[src/rtl/irq_prio_pkg.sv]
// Package: shared level type and level count for the interrupt priority controller.
// Assumes exactly four levels, encoded in two bits, where a larger value is more urgent.
package irq_prio_pkg;
    localparam int LVL_W   = 2;
    localparam int NUM_LVL = 1 << LVL_W;
    typedef logic [LVL_W-1:0] lvl_t;
endpackage

[src/rtl/irq_level_arbiter.sv]
// Module: irq_level_arbiter
// Purely combinational. Finds the most urgent level among the eligible sources, and
// the lowest-index eligible source on that level.
// Assumes elig_i has already been gated by the enables.
module irq_level_arbiter
    import irq_prio_pkg::*;
#(
    parameter int NUM_SRC = 8,
    parameter int IDX_W   = (NUM_SRC > 1) ? $clog2(NUM_SRC) : 1
) (
    input  logic [NUM_SRC-1:0] elig_i,
    input  lvl_t               lvl_i [NUM_SRC],
    output logic               any_o,
    output lvl_t               best_lvl_o,
    output logic [IDX_W-1:0]   best_idx_o
);
    logic [NUM_SRC-1:0] lvl_mask [NUM_LVL];
    logic [NUM_LVL-1:0] lvl_hit;
    logic [NUM_SRC-1:0] win_mask;

    for (genvar l = 0; l < NUM_LVL; l++) begin : g_lvl
        // Sources that are eligible and sit on level l.
        always_comb begin
            for (int i = 0; i < NUM_SRC; i++) begin
                lvl_mask[l][i] = elig_i[i] && (lvl_i[i] == lvl_t'(l));
            end
        end
        assign lvl_hit[l] = |lvl_mask[l];
    end

    // Pick the highest level that has at least one eligible source.
    always_comb begin
        best_lvl_o = '0;
        win_mask   = '0;
        for (int l = 0; l < NUM_LVL; l++) begin
            if (lvl_hit[l]) begin
                best_lvl_o = lvl_t'(l);
                win_mask   = lvl_mask[l];
            end
        end
    end

    // Lowest set index within the winning level; the loop runs downward so the smallest index is kept.
    always_comb begin
        best_idx_o = '0;
        for (int i = NUM_SRC - 1; i >= 0; i--) begin
            if (win_mask[i]) best_idx_o = IDX_W'(i);
        end
    end

    assign any_o = |lvl_hit;
endmodule

[src/rtl/irq_service_stack.sv]
// Module: irq_service_stack
// Last-in first-out record of the levels whose handlers are in service.
// Pop when empty is ignored, and so is push when full. Push and pop in the same
// cycle replace the top entry (or just push when the record is empty).
// Assumes DEPTH >= 1; synchronous active-low reset empties the record.
module irq_service_stack
    import irq_prio_pkg::*;
#(
    parameter int DEPTH = 4,
    localparam int CNT_W = $clog2(DEPTH + 1)
) (
    input  logic clk,
    input  logic rst_n,
    input  logic push_i,
    input  lvl_t push_lvl_i,
    input  logic pop_i,
    output logic busy_o,
    output lvl_t top_lvl_o
);
    lvl_t             entry [DEPTH];
    logic [CNT_W-1:0] cnt_q;
    logic             empty, full;

    assign empty = (cnt_q == '0);
    assign full  = (cnt_q == CNT_W'(DEPTH));

    // Update the entry count for push, pop or replace.
    always_ff @(posedge clk) begin
        if (!rst_n) begin
            cnt_q <= '0;
        end else if (push_i && pop_i) begin
            if (empty) cnt_q <= cnt_q + 1'b1;
        end else if (push_i && !full) begin
            cnt_q <= cnt_q + 1'b1;
        end else if (pop_i && !empty) begin
            cnt_q <= cnt_q - 1'b1;
        end
    end

    for (genvar d = 0; d < DEPTH; d++) begin : g_ent
        // Write slot d on a push into it, or on a replace of the top when d is the top.
        always_ff @(posedge clk) begin
            if (!rst_n) begin
                entry[d] <= '0;
            end else if (push_i && pop_i && !empty) begin
                if (cnt_q == CNT_W'(d + 1)) entry[d] <= push_lvl_i;
            end else if (push_i && !full && !(pop_i && !empty)) begin
                if (cnt_q == CNT_W'(d)) entry[d] <= push_lvl_i;
            end
        end
    end

    // Present the most recent entry.
    always_comb begin
        top_lvl_o = '0;
        for (int d = 0; d < DEPTH; d++) begin
            if (cnt_q == CNT_W'(d + 1)) top_lvl_o = entry[d];
        end
    end

    assign busy_o = !empty;
endmodule

[src/rtl/irq_req_hold.sv]
// Module: irq_req_hold
// Registers the request. It latches vector and level when a grant is allowed and
// holds them until the acknowledge. It withdraws when the held source is no longer eligible.
// Assumes elig_i is the gated pending vector seen by the arbiter.
module irq_req_hold
    import irq_prio_pkg::*;
#(
    parameter int NUM_SRC = 8,
    parameter int IDX_W   = (NUM_SRC > 1) ? $clog2(NUM_SRC) : 1
) (
    input  logic               clk,
    input  logic               rst_n,
    input  logic               grant_ok_i,
    input  logic [IDX_W-1:0]   best_idx_i,
    input  lvl_t               best_lvl_i,
    input  logic [NUM_SRC-1:0] elig_i,
    input  logic               ack_i,
    output logic               req_o,
    output logic [IDX_W-1:0]   vec_o,
    output lvl_t               lvl_o,
    output logic               taken_o
);
    logic held_alive;

    // The held source is still pending and still enabled.
    assign held_alive = elig_i[vec_o];
    assign taken_o    = req_o && ack_i;

    // Raise, hold, withdraw or retire the request.
    always_ff @(posedge clk) begin
        if (!rst_n) begin
            req_o <= 1'b0;
            vec_o <= '0;
            lvl_o <= '0;
        end else if (req_o) begin
            if (ack_i || !held_alive) req_o <= 1'b0;
        end else if (grant_ok_i) begin
            req_o <= 1'b1;
            vec_o <= best_idx_i;
            lvl_o <= best_lvl_i;
        end
    end
endmodule

[src/rtl/irq_prio_ctrl.sv]
// Module: irq_prio_ctrl (top)
// Four-level interrupt priority controller with nested in-service tracking.
// Assumes the CPU pulses ack_i for one cycle while req_o is high, and pulses reti_i once per handler exit.
module irq_prio_ctrl
    import irq_prio_pkg::*;
#(
    parameter int NUM_SRC = 8,
    parameter int DEPTH   = NUM_LVL,
    localparam int IDX_W  = (NUM_SRC > 1) ? $clog2(NUM_SRC) : 1
) (
    input  logic               clk,
    input  logic               rst_n,
    input  logic [NUM_SRC-1:0] pend_i,
    input  logic [NUM_SRC-1:0] en_i,
    input  logic               glob_en_i,
    input  logic [NUM_SRC-1:0] prio_lo_i,
    input  logic [NUM_SRC-1:0] prio_hi_i,
    input  logic               ack_i,
    input  logic               reti_i,
    output logic               req_o,
    output logic [IDX_W-1:0]   vec_o
);
    logic [NUM_SRC-1:0] elig;
    lvl_t               src_lvl [NUM_SRC];
    logic               any_elig, busy, grant_ok, taken;
    lvl_t               best_lvl, top_lvl, held_lvl;
    logic [IDX_W-1:0]   best_idx;

    // Gate pending flags by both enables.
    assign elig = pend_i & en_i & {NUM_SRC{glob_en_i}};

    for (genvar i = 0; i < NUM_SRC; i++) begin : g_src
        assign src_lvl[i] = {prio_hi_i[i], prio_lo_i[i]};
    end

    irq_level_arbiter #(.NUM_SRC(NUM_SRC), .IDX_W(IDX_W)) u_arb (
        .elig_i     (elig),
        .lvl_i      (src_lvl),
        .any_o      (any_elig),
        .best_lvl_o (best_lvl),
        .best_idx_o (best_idx)
    );

    // Only a strictly more urgent level than the innermost in-service one may be requested.
    assign grant_ok = any_elig && (!busy || (best_lvl > top_lvl));

    irq_req_hold #(.NUM_SRC(NUM_SRC), .IDX_W(IDX_W)) u_hold (
        .clk        (clk),
        .rst_n      (rst_n),
        .grant_ok_i (grant_ok),
        .best_idx_i (best_idx),
        .best_lvl_i (best_lvl),
        .elig_i     (elig),
        .ack_i      (ack_i),
        .req_o      (req_o),
        .vec_o      (vec_o),
        .lvl_o      (held_lvl),
        .taken_o    (taken)
    );

    irq_service_stack #(.DEPTH(DEPTH)) u_stk (
        .clk        (clk),
        .rst_n      (rst_n),
        .push_i     (taken),
        .push_lvl_i (held_lvl),
        .pop_i      (reti_i),
        .busy_o     (busy),
        .top_lvl_o  (top_lvl)
    );
endmodule

[config.mk]
export PLATFORM = sky130hd
export DESIGN_NAME = irq_prio_ctrl
export DESIGN_NICKNAME = d
export VERILOG_FILES = /design/src/rtl/irq_prio_pkg.sv /design/src/rtl/irq_level_arbiter.sv /design/src/rtl/irq_service_stack.sv /design/src/rtl/irq_req_hold.sv /design/src/rtl/irq_prio_ctrl.sv
export SDC_FILE = /design/constraint.sdc
export NUM_CORES = 1
export LEC_CHECK = 0
export ABC_AREA = 1
export CAP_MARGIN = 10
export CORE_UTILIZATION = 25
export CTS_CLUSTER_SIZE = 30
export DETAILED_ROUTE_END_ITERATION = 8
export HOLD_SLACK_MARGIN = 0.15
export PLACE_DENSITY = 0.49
export SYNTH_ARGS = -nofsm -noshare
export SYNTH_HDL_FRONTEND = slang
export SYNTH_SLANG_ARGS = --single-unit
[constraint.sdc]
create_clock -name clk -period 3.5 [get_ports clk]
set_input_delay 0.35 -clock clk [delete_from_list [all_inputs] [get_ports clk]]
set_output_delay 0.35 -clock clk [all_outputs]
set_load 0.005 [all_outputs]
==> results.md <==
- Status: completed
- Cell Area, Synth: 0.00201 mm2
- Hold Path Class: register to register
- Die Y: 91.7 um
- Slew headroom: 68.7%
- Worst path cell trace: clkdlybuf4s50_1 -> buf_4 -> nand2_4 -> nor2_4 -> nand2_1 -> nand2_1 -> nor2_1 -> nand2_4 -> inv_1 -> a21oi_1 -> ha_1 -> nand2_1 -> o21ai_0 -> a21oi_1 -> o21ai_1 -> and2_1 -> nor3_4 -> nand2_1 -> a21oi_1
- Clock sinks: 17
- TritonRoute pass-1 iters: 4
- CP required: 3.68 ns
- Starting Density: 25.9%
- Buffers added on ports: 40
- XOR/XNOR Fraction of Synth Area: 0.870%
- Syn_area_per_cell: 6.12 um2
- Total grt overflow: 0
- DR WL/cell: 10.8 um
- Layout net count: 417
- Net Count, Synth: 374
- Synthesized instance count: 329
- Diodes inserted: 0
- Iter 0 DRT Violations: 95
- Layout area overhead: 27.6%
- Complex-gate fraction of the synthesized area: 12.5%
- Post-route ant nets: 0
- Max cap viols: 0
- Post-layout util: 33.1%
- Tmin final: 3.05 ns
- Die area: 0.00842 mm2
- Vias in the first global route: 2000
- Lkg Pwr: 0.00127 uW
- Global-route wire length before repair: 8970 um
- Fmax: 0.328 GHz
- Top post-synthesis cells by area: nand2_1, edfxtp_1, inv_1
- Most common cell after layout, fill and taps aside: nand2_1
- Final Max Slew Viols: 0
- Crit. End Element: register
- Row count: 32
- H-tree depth: 1
- Placed cell area: 0.00252 mm2
- Final hold viol count: 0
- Inst Count DP: 469
- Critical path class: primary input to register
- Setup violators final: 0
- TritonCTS Buffers: 3
- # resized after CTS: 0
- Fraction of layout cells with a size suffix above 1: 9.70%
- Area leader, netlist: nand2_1
- Gpl congestion: 0.813
- Crit-path slowest cell: clkdlybuf4s50_1
- Clk_lat worst skew: 0.25 ns
- RSZ-0062 raised after global routing: no
- PwrDens: 399 mW/mm2
- Crit start category: primary input
- Largest stage delay, worst path: 0.45 ns
- DRC viols: 0
- Synth Area in Simple Gates: 46.6%
- Final Cell Area: 0.00257 mm2
- Largest family of logic cells by synthesized area: simple AND/OR/NAND/NOR gates
- Synth unique cells: 34
- Worst-path fanout max: 8
- Vias after detailed routing: 2083
- Adder-Cell Fraction of Synth Area: 4.97%
- Die width: 91.7 um
- Most frequent CP cell: nand2_1
- I/O pin total: 41
- Seq/Total Area, Yosys: 20.9%
- Hold buffers post-CTS: 0
- TritonCTS clock tree: done
- GRT Util Overall: 13.0%
- Core area: 0.00777 mm2
- # Post-CTS Setup Buffers: 0
- Crit path DAT: 3.23 ns
- Dpl hpwl: 4410 um
- #FFs+latches synth: 17
- Mux cell area share after synthesis: 0.559%
- Largest net degree at the start of global routing: 13
- Vias per Instance: 4.40
- Worst ir drop on vdd: 0.131 mV
- Leading cell types in the layout, fill and taps excluded: nand2_1, inv_1, nor2_1
- Root Buffer: clkbuf_8
- Clock skew: 0.000482 ns
- Fin Setup TNS: 0 ns
- WL final: 5100 um
- Non-Filler Instances: 473
- Fin crit share: 87.1%
- Synth Warn #: 0
- Synth top area share: 16.8%
- Clk slew on worst S/H paths: 0.07 ns
- Worst Tran Pin Value: 0.466 ns
- CTS Buffer Depth: 2
- Antenna violations before repair: 0
-- where the power goes --
part	total (uW)	leakage [uW]	internal, uW	switching [uW]
Clock	147	0.0000255	78.9	68.1
Combinational	578	0.00108	242	336
Sequential	301	0.000157	256	44.9
-- state kept, by name, indices dropped and copies added, names as in the netlist --
name	count
u_hold.lvl_o	2
u_stk.cnt_q	3
u_stk.entry	8
u_hold.vec_o	3
u_hold.req_o	1
-- per-layer routing --
layer	part of all wire [%]	vias up	wire length [um]	GRT usage (%)
met4	0.92	0	47	2.73
li1	-	1113	-	-
met3	3.1	6	157	0.912
met2	46	42	2370	22.5
met5	0	-	0	0
met1	50	922	2530	17.7
-- through the flow --
step / setup slack, ns / total power (uW) / hold WS (ns)
final: 0.453 / 1030 / 0.477
after global routing: 0.0465 / 1140 / 0.505
after CTS: 0.407 / 1040 / 0.479
after detailed placement: 0.163 / 889 / 0.467
after global placement: 0.268 / 878 / 0.476
after floorplan: 0.965 / 720 / 0.439
-- synthesized netlist by cell type --
master	count
o221ai_1	1
nand2_2	1
nand3_1	15
xnor2_1	2
o21ai_1	1
mux2_2	1
nand3b_1	1
nand3_2	2
clkinv_4	1
nor2_1	42
nor2_8	2
buf_6	2
and2_1	2
edfxtp_1	8
o211ai_1	1
dfxtp_1	9
nand2_1	90
clkbuf_1	1
o21ai_2	1
o31ai_1	1
nand2_4	10
ha_1	8
nand4_1	1
a22oi_1	2
o21ai_0	21
nor3_4	1
inv_2	2
nor4_1	2
inv_1	62
nor3_1	8
nor2_4	6
a21oi_1	17
nor2_2	4
a221oi_1	1
-- area by class of cell --
type / instances / area [um2]
Fill cell: 872 / 5200
Sequential cell: 17 / 420
Timing Repair Buffer: 41 / 408
Clock buffer: 3 / 41.3
Clock inverter: 1 / 5.00
Tap cell: 102 / 128
Inverter: 65 / 249
Multi-Input combinational cell: 244 / 1320
-- worst max-delay path, delay by kind of cell --
family,cells,cell delay (ns)
AOI/OAI and AO/OA,5,0.70
buffers and inverters,3,0.78
adders and majority gates,1,0.28
and+or+nand+nor,10,1.09
-- cell families (layout without fill, tap and decap cells) --
family | Yosys count | count (layout)
flops | 17 | 17
simple gates | 187 | 187
compound gates | 46 | 46
mux | 1 | 1
fa+ha+maj | 8 | 8
xor+xnor | 2 | 2
buf+inv | 68 | 110
-- worst paths after layout --
path,from,endpoint,slack (ns),cells past startpoint
worst max-delay path,glob_en_i,u_hold.vec_o[1],0.45,19
worst min-delay path,u_hold.lvl_o[1],u_hold.lvl_o[1],0.48,2
worst max register to register,u_stk.cnt_q[0],u_hold.req_o,0.65,17
worst min register to register,u_hold.lvl_o[1],u_hold.lvl_o[1],0.48,2
Power figures use the tool's default switching activity.
